--- src/rtl/hsi_pkg.sv ---
package hsi_pkg;
  localparam int BYTE_W = 8;
  localparam int ADDR_W = 4;
  localparam int CNT_W  = 3;

  typedef struct packed {
    logic              is_read;
    logic [CNT_W-1:0]  wr_count;
    logic [ADDR_W-1:0] start;
  } hsi_cmd_t;

  typedef enum logic [1:0] {ST_CMD, ST_WRITE, ST_READ} hsi_state_t;

  // command byte: [7] direction, [6:4] write count, [3:0] first address
  function automatic hsi_cmd_t hsi_decode(input logic [BYTE_W-1:0] b);
    return hsi_cmd_t'(b);
  endfunction

  // register pointer advance, wraps at the top of the address space
  function automatic logic [ADDR_W-1:0] hsi_step(input logic [ADDR_W-1:0] a);
    return a + 1'b1;
  endfunction
endpackage

--- src/rtl/hsi_sync.sv ---
module hsi_sync #(
  parameter int         W      = 3,
  parameter int         STAGES = 2,
  parameter logic [W-1:0] INIT = '0
) (
  input  logic         clk,
  input  logic         rst_n,
  input  logic [W-1:0] d,
  output logic [W-1:0] q
);
  logic [W-1:0] chain [STAGES];

  for (genvar s = 0; s < STAGES; s++) begin : g_stage
    if (s == 0) begin : g_first
      always_ff @(posedge clk or negedge rst_n)
        if (!rst_n) chain[0] <= INIT;
        else        chain[0] <= d;
    end else begin : g_next
      always_ff @(posedge clk or negedge rst_n)
        if (!rst_n) chain[s] <= INIT;
        else        chain[s] <= chain[s-1];
    end
  end

  assign q = chain[STAGES-1];
endmodule

--- src/rtl/hsi_shift.sv ---
module hsi_shift #(
  parameter int W = 8
) (
  input  logic         clk,
  input  logic         rst_n,
  input  logic         shift_en,
  input  logic         din,
  input  logic         mark,
  input  logic         load_en,
  input  logic [W-1:0] load_val,
  output logic [W-1:0] rx_byte,
  output logic         tx_msb,
  output logic         byte_ok,
  output logic         byte_short,
  output logic         byte_none
);
  localparam int BC_W = $clog2(W + 2);

  logic [BC_W-1:0] bits;
  logic [W-1:0]    tx;

  always_ff @(posedge clk or negedge rst_n) begin
    if (!rst_n) begin
      bits    <= '0;
      rx_byte <= '0;
      tx      <= '0;
    end else begin
      if (mark)
        bits <= '0;
      else if (shift_en && bits <= BC_W'(W))
        bits <= bits + 1'b1;
      if (shift_en)
        rx_byte <= {rx_byte[W-2:0], din};
      if (load_en)
        tx <= load_val;
      else if (shift_en)
        tx <= {tx[W-2:0], 1'b0};
    end
  end

  assign tx_msb     = tx[W-1];
  assign byte_none  = (bits == '0);
  assign byte_ok    = (bits == BC_W'(W));
  assign byte_short = !byte_none && !byte_ok;

  // a marker and a bit never arrive in the same cycle
  p_mark_no_shift_r1: assert property (@(posedge clk) disable iff (!rst_n)
    mark |-> !shift_en);
  // fetched data is loaded only at a byte boundary
  p_load_at_mark_r6: assert property (@(posedge clk) disable iff (!rst_n)
    load_en |-> mark);
endmodule

--- src/rtl/hsi_host_port.sv ---
module hsi_host_port
  import hsi_pkg::*;
#(
  parameter int RD_MAX      = 128,
  parameter int SYNC_STAGES = 2
) (
  input  logic              clk,
  input  logic              rst_n,
  input  logic              hs_clk,
  input  logic              hs_din,
  input  logic              hs_load,
  output logic              hs_dout,
  output logic              hs_doe,
  output logic              reg_wr_en,
  output logic [ADDR_W-1:0] reg_wr_addr,
  output logic [BYTE_W-1:0] reg_wr_data,
  output logic              reg_rd_en,
  output logic [ADDR_W-1:0] reg_rd_addr,
  input  logic [BYTE_W-1:0] reg_rd_data,
  output logic              frame_err
);
  localparam int RN_W = $clog2(RD_MAX + 1);

  // synchronised host lines: {load, data, clock}
  logic [2:0] pins_s;
  hsi_sync #(.W(3), .STAGES(SYNC_STAGES), .INIT(3'b100)) u_sync (
    .clk(clk), .rst_n(rst_n), .d({hs_load, hs_din, hs_clk}), .q(pins_s)
  );

  logic sck_prev, ld_prev;
  always_ff @(posedge clk or negedge rst_n)
    if (!rst_n) begin
      sck_prev <= 1'b0;
      ld_prev  <= 1'b1;
    end else begin
      sck_prev <= pins_s[0];
      ld_prev  <= pins_s[2];
    end

  // named events for the assertions
  wire sck_rise = pins_s[0] & ~sck_prev;
  wire ld_rise  = pins_s[2] & ~ld_prev;
  wire shift_en = sck_rise & ~pins_s[2];

  logic [BYTE_W-1:0] rx_byte;
  logic              byte_ok, byte_short, byte_none;
  logic              fetch;
  logic [ADDR_W-1:0] fetch_addr;

  hsi_shift #(.W(BYTE_W)) u_shift (
    .clk(clk), .rst_n(rst_n), .shift_en(shift_en), .din(pins_s[1]),
    .mark(ld_rise), .load_en(fetch), .load_val(reg_rd_data),
    .rx_byte(rx_byte), .tx_msb(hs_dout),
    .byte_ok(byte_ok), .byte_short(byte_short), .byte_none(byte_none)
  );

  hsi_state_t        state;
  logic [ADDR_W-1:0] ptr;
  logic [CNT_W-1:0]  wr_left;
  logic [RN_W-1:0]   rd_num;
  logic              rd_live;

  wire      byte_done = ld_rise & byte_ok;
  hsi_cmd_t cmd;
  assign cmd = hsi_decode(rx_byte);

  always_comb begin
    fetch      = 1'b0;
    fetch_addr = ptr;
    if (byte_done) begin
      if (state == ST_CMD && cmd.is_read) begin
        fetch      = 1'b1;
        fetch_addr = cmd.start;
      end else if (state == ST_READ && rd_live && rd_num < RN_W'(RD_MAX)) begin
        fetch = 1'b1;
      end
    end
  end

  assign reg_rd_en   = fetch;
  assign reg_rd_addr = fetch_addr;
  assign hs_doe      = rd_live;

  always_ff @(posedge clk or negedge rst_n) begin
    if (!rst_n) begin
      state       <= ST_CMD;
      ptr         <= '0;
      wr_left     <= '0;
      rd_num      <= '0;
      rd_live     <= 1'b0;
      frame_err   <= 1'b0;
      reg_wr_en   <= 1'b0;
      reg_wr_addr <= '0;
      reg_wr_data <= '0;
    end else begin
      reg_wr_en <= 1'b0;
      if (ld_rise && byte_none) begin
        state   <= ST_CMD;
        rd_live <= 1'b0;
      end
      if (ld_rise && byte_short)
        frame_err <= 1'b1;
      if (byte_done) begin
        unique case (state)
          ST_CMD: begin
            if (cmd.is_read) begin
              state   <= ST_READ;
              ptr     <= hsi_step(cmd.start);
              rd_num  <= RN_W'(1);
              rd_live <= 1'b1;
            end else begin
              state   <= ST_WRITE;
              ptr     <= cmd.start;
              wr_left <= cmd.wr_count;
            end
          end
          ST_WRITE: begin
            if (wr_left != '0) begin
              reg_wr_en   <= 1'b1;
              reg_wr_addr <= ptr;
              reg_wr_data <= rx_byte;
              ptr         <= hsi_step(ptr);
              wr_left     <= wr_left - 1'b1;
            end
          end
          ST_READ: begin
            if (fetch) begin
              ptr    <= hsi_step(ptr);
              rd_num <= rd_num + 1'b1;
            end else begin
              rd_live <= 1'b0;
            end
          end
          default: state <= ST_CMD;
        endcase
      end
    end
  end

  // the data line is released only at a load-line marker
  p_release_at_mark_r7: assert property (@(posedge clk) disable iff (!rst_n)
    $fell(hs_doe) |-> $past(ld_rise));
  // every fetch is followed by driving the data line
  p_fetch_drives_r6: assert property (@(posedge clk) disable iff (!rst_n)
    reg_rd_en |=> hs_doe);
  // the error flag never clears while out of reset
  p_err_sticky_r9: assert property (@(posedge clk) disable iff (!rst_n)
    frame_err |=> frame_err);
  // register writes and fetches never overlap
  p_no_rw_overlap_r3: assert property (@(posedge clk) disable iff (!rst_n)
    $onehot0({reg_wr_en, reg_rd_en}));
  // a write pulse only follows a byte taken in the write phase
  p_wr_in_write_r4: assert property (@(posedge clk) disable iff (!rst_n)
    reg_wr_en |-> ($past(state) == ST_WRITE && $past(ld_rise)));
endmodule

--- config.mk ---
export PLATFORM = sky130hd
export DESIGN_NAME = hsi_host_port
export DESIGN_NICKNAME = d
export VERILOG_FILES = /design/src/rtl/hsi_pkg.sv /design/src/rtl/hsi_sync.sv /design/src/rtl/hsi_shift.sv /design/src/rtl/hsi_host_port.sv
export SDC_FILE = /design/constraint.sdc
export NUM_CORES = 1
export LEC_CHECK = 0
export CORE_ASPECT_RATIO = 1.5
export CORE_UTILIZATION = 56
export DETAILED_ROUTE_END_ITERATION = 7
export PLACE_DENSITY = 0.82
export SYNTH_ARGS = -nofsm -noshare
export SYNTH_HDL_FRONTEND = slang
export SYNTH_SLANG_ARGS = --single-unit
--- constraint.sdc ---
create_clock -name clk -period 2.3 [get_ports clk]
set_input_delay 0.46 -clock clk [delete_from_list [all_inputs] [get_ports clk]]
set_output_delay 0.46 -clock clk [all_outputs]
set_load 0.02 [all_outputs]
==> run summary <==
MIN PATH
-----------------------------------------------------------------------------------------------
Launch instance of the worst min-delay path ...................................... u_sync.chain[3]$_DFF_PN0_
Hold WC Path Type ................................................................   reg -> reg

DIE
-----------------------------------------------------------------------------------------------
Die extent in x ..................................................................      61.2 um
Initial Util .....................................................................        59.7%
Area of the die .................................................................. 0.00555 sq mm
Die Span Y .......................................................................      90.7 um
Rows .............................................................................           31
Placeable core region ............................................................ 0.00493 sq mm
Top-level I/O count ..............................................................           34

CLOCK TREE
-----------------------------------------------------------------------------------------------
Num CTS Buffers ..................................................................            9
Clk Latency, worst-skew pair .....................................................       350 ps
CTS tree .........................................................................         done
Number of clock sinks ............................................................           60
CTS Root Cell .................................................................... sky130_fd_sc_hd__clkbuf_8
Clock input transition at the sequential cells of the worst setup and hold paths .        70 ps
H-tree depth reported by CTS .....................................................            3
Maximum number of buffers from clock root to sink ................................            2

SYNTH
-----------------------------------------------------------------------------------------------
Count of flip-flops with a built-in enable after synthesis .......................            0
Predominant post-synthesis flop cell ............................................. sky130_fd_sc_hd__dfrtp_1
Seq cells post-synth .............................................................           60
Number of warnings printed during yosys synthesis ................................            0
Cell type contributing the most total cell area after synthesis .................. sky130_fd_sc_hd__dfrtp_1
Synthesized area per cell ........................................................   11.0 sq um
Share of synthesized area occupied by flip-flops and latches .....................        51.2%
Post-synthesis instance total ....................................................          268
Top cell type's share of synthesized area ........................................        48.5%
Count of cell types in the netlist ...............................................           47
Share of synthesized flip-flops with an asynchronous set or reset ................         100%
Post-synthesis net count .........................................................          292
Synth Cell Area .................................................................. 0.00294 sq mm
Area contributors post-synth ..................................................... sky130_fd_sc_hd__dfrtp_1 (49%), sky130_fd_sc_hd__mux2_2 (6.1%), sky130_fd_sc_hd__ha_1 (4.7%), sky130_fd_sc_hd__nand2_1 (4.6%), sky130_fd_sc_hd__o21ai_0 (3.4%)

ROUTE
-----------------------------------------------------------------------------------------------
1st-iter DRT viols ...............................................................           72
Residual DRC count ...............................................................            0
Average wire per standard cell ...................................................      15.8 um
Drt pass-1 iters .................................................................            4
Final wirelength .................................................................      6280 um
Remaining number of nets flagged by the antenna check after routing ..............            0
Via density ......................................................................         5.57
Via count ........................................................................        2,212

LAYOUT
-----------------------------------------------------------------------------------------------
Share of post-route cells with drive strength above 1 ............................        25.1%
Total non-filler cell area in the finished layout ................................ 0.00368 sq mm
Commonest non-fill, non-tap cells in the layout .................................. sky130_fd_sc_hd__dfrtp_1 (57), sky130_fd_sc_hd__nand2_1 (36), sky130_fd_sc_hd__clkdlybuf4s50_1 (27), sky130_fd_sc_hd__buf_4 (23), sky130_fd_sc_hd__o21ai_0 (20)
Post-layout net count ............................................................          350
End-of-flow core utilization .....................................................        74.8%
Number of fillers in the final layout ............................................          353
Syn-to-layout area delta .........................................................        25.3%
Number of diodes added for antenna fixing ........................................            0
Most common cell after layout, fill and taps aside ............................... sky130_fd_sc_hd__dfrtp_1

GRT
-----------------------------------------------------------------------------------------------
Vias in the first global route ...................................................        2,260
Total congestion overflow ........................................................            0
Global-route wire length before repair ...........................................    10,400 um
Overall routing resource usage ...................................................        25.9%
Maximum number of pins on one net before global-route repair .....................           32
Initial antenna violation count ..................................................            0

TIMING
-----------------------------------------------------------------------------------------------
Final Hold Vio Count .............................................................            0
Minimum clock period .............................................................      2300 ps
Final worst hold slack ...........................................................       357 ps
Setup Viol. Count Final ..........................................................            0
Worst slew pin tran ..............................................................       444 ps
Post-route clock skew ............................................................      3.60 ps
Worst relative slew slack ........................................................        70.3%
Achievable frequency .............................................................      435 MHz
Period utilization ...............................................................        99.9%
Max-slew violation count .........................................................            0

SETUP PATH
-----------------------------------------------------------------------------------------------
Required time worst endpoint .....................................................      1840 ps
Crit path launch type ............................................................         flop
Sort of element at the end of the critical path .................................. primary output
Launch instance of the worst register-to-register path ........................... u_shift.bits[1]$_DFFE_PN0P_
Signal arrival time at the worst endpoint ........................................      1840 ps
Crit path launch ................................................................. u_shift.bits[1]$_DFFE_PN0P_
Highest net fanout along the worst path ..........................................            5
Setup CP Type ....................................................................   reg -> out

POWER AND IR DROP
-----------------------------------------------------------------------------------------------
Seq pwr share ....................................................................        51.2%
Net switching component of the power .............................................   0.000647 W
Switch share .....................................................................        27.9%
Power per standard cell area .....................................................  631 mW/mm^2
Proportion of power drawn by the clock network ...................................        36.3%
Portion of total power attributed to combinational logic .........................        12.4%
Internal power of the cells ......................................................    0.00168 W
Static leakage ...................................................................      1.76 nW
Worst IR Drop VDD ................................................................     0.479 mV

PLACEMENT
-----------------------------------------------------------------------------------------------
Cell area reported after detailed placement ...................................... 0.00346 sq mm
Half-perimeter wire length of the detailed placement result ......................      4430 um
Number of I/O port buffers .......................................................           33
Routability-driven placement congestion ratio ....................................        0.753

RUN
-----------------------------------------------------------------------------------------------
Max-capacitance violation count ..................................................            0

OUTCOME
-----------------------------------------------------------------------------------------------
Outcome .......................................................................... finished, final reports clean

layout make-up:
| type | count | area [sq um] | share of cell area (%) |
|---|---|---|---|
| inverter | 14 | 52.6 | 1.43 |
| clock buffer | 10 | 138 | 3.74 |
| multi-input combinational | 183 | 1360 | 36.8 |
| clock inverter | 6 | 40.0 | 1.09 |
| sequential | 60 | 1510 | 40.9 |
| timing repair buffer | 58 | 509 | 13.8 |
| tap | 66 | 82.6 | 2.24 |
flip-flops by register name, indices dropped and copies added (netlist names):
name and cells:
hs_doe 1, sck_prev 1, u_sync.q 3, u_sync.chain 3, wr_left 3, u_shift.tx 8
state 2, reg_wr_en 1, u_shift.rx_byte 8, rd_num 8, reg_wr_addr 4, reg_wr_data 8
ld_prev 1, ptr 4, u_shift.bits 4, frame_err 1
Yosys cell counts, drive strengths merged, types with 2 or more instances:
library cell	count
dfrtp	57
nand2	37
o21ai	20
mux2	17
inv	14
ha	11
nor2	9
a21o	8
a21oi	8
buf	8
a22o	6
nor2b	6
or3	6
mux2i	4
nand3	4
o2111ai	4
o41ai	4
or2	4
a211oi	3
clkbuf	3
dfstp	3
nand2b	3
nand3b	3
nand4	3
nor4	3
xnor2	3
xor2	3
a211o	2
a32o	2
and2	2
and4bb	2
per-layer routing:
layer  GRT usage (%)  part of all wire (%)  vias up
met5               0                     0        -
met1            29.3                    39     1086
met3            6.45                   3.2       15
li1                -                     -     1064
met2            42.2                    54       47
met4            15.0                   3.3        0
repair_timing:
action                                  4_1_cts  5_1_grt
endpoints found under the setup margin        5        5
buffers inserted                              0        3
hold buffers                                  1        0
hold endpoints to repair                      8        0
gates resized for setup                      21        9
pin swaps                                     0        1
final timing paths:
check / to / slack [ps] / cells after the start
setup / recovery: reg_rd_addr[2] / 3 / 6
hold / removal: u_sync.q[0]$_DFF_PN0_ / 360 / 0
setup reg to reg: ptr[3]$_DFFE_PN0P_ / 160 / 8
hold reg to reg: u_sync.q[0]$_DFF_PN0_ / 360 / 0
max in group asynchronous: u_shift.rx_byte[3]$_DFFE_PN0P_ / 1260 / 3
min in group asynchronous: ptr[1]$_DFFE_PN0P_ / 500 / 2
power groups by stage:
stage | Combinational [W] | Sequential, W | Clock [W]
detailed placement | 0.000264 | 0.00121 | 0
global placement | 0.000253 | 0.00120 | 0
global route | 0.000320 | 0.00120 | 0.000902
CTS | 0.000270 | 0.00119 | 0.000860
finish | 0.000289 | 0.00119 | 0.000844
floorplan | 0.000138 | 0.00119 | 0
per-stage QoR:
step	setup TNS [ps]	total power [W]	worst slack (ps)	std cells
6_report	0	0.00232	3.19	397
5_1_grt	-191	0.00242	-53.9	397
4_1_cts	0	0.00232	16.3	394
3_5_place_dp	-320	0.00147	-83.6	377
3_3_place_gp	-197	0.00145	-49.3	377
2_1_floorplan	0	0.00133	284	268
worst max-delay path: stages, from the launching register on:
cell                       delay [ps]
sky130_fd_sc_hd__dfrtp_1          400
sky130_fd_sc_hd__inv_1            100
sky130_fd_sc_hd__ha_4             140
sky130_fd_sc_hd__and4bb_2         270
sky130_fd_sc_hd__nand3_4          120
sky130_fd_sc_hd__mux2_4           330
sky130_fd_sc_hd__buf_6            130
logic make-up (layout without fill, tap and decap cells):
logic type | Yosys count | count (layout) | share of synthesized area (%)
XOR/XNOR | 6 | 6 | 1.79
buffers and inverters | 25 | 88 | 3.83
adder cells (fa/ha/maj) | 11 | 11 | 4.68
AND/OR/NAND/NOR | 85 | 85 | 15.5
flip-flops | 60 | 60 | 51.2
multiplexers | 21 | 21 | 8.00
AO/OA/AOI/OAI | 60 | 60 | 15.0
Note: power is estimated with default switching activity, not from simulation.
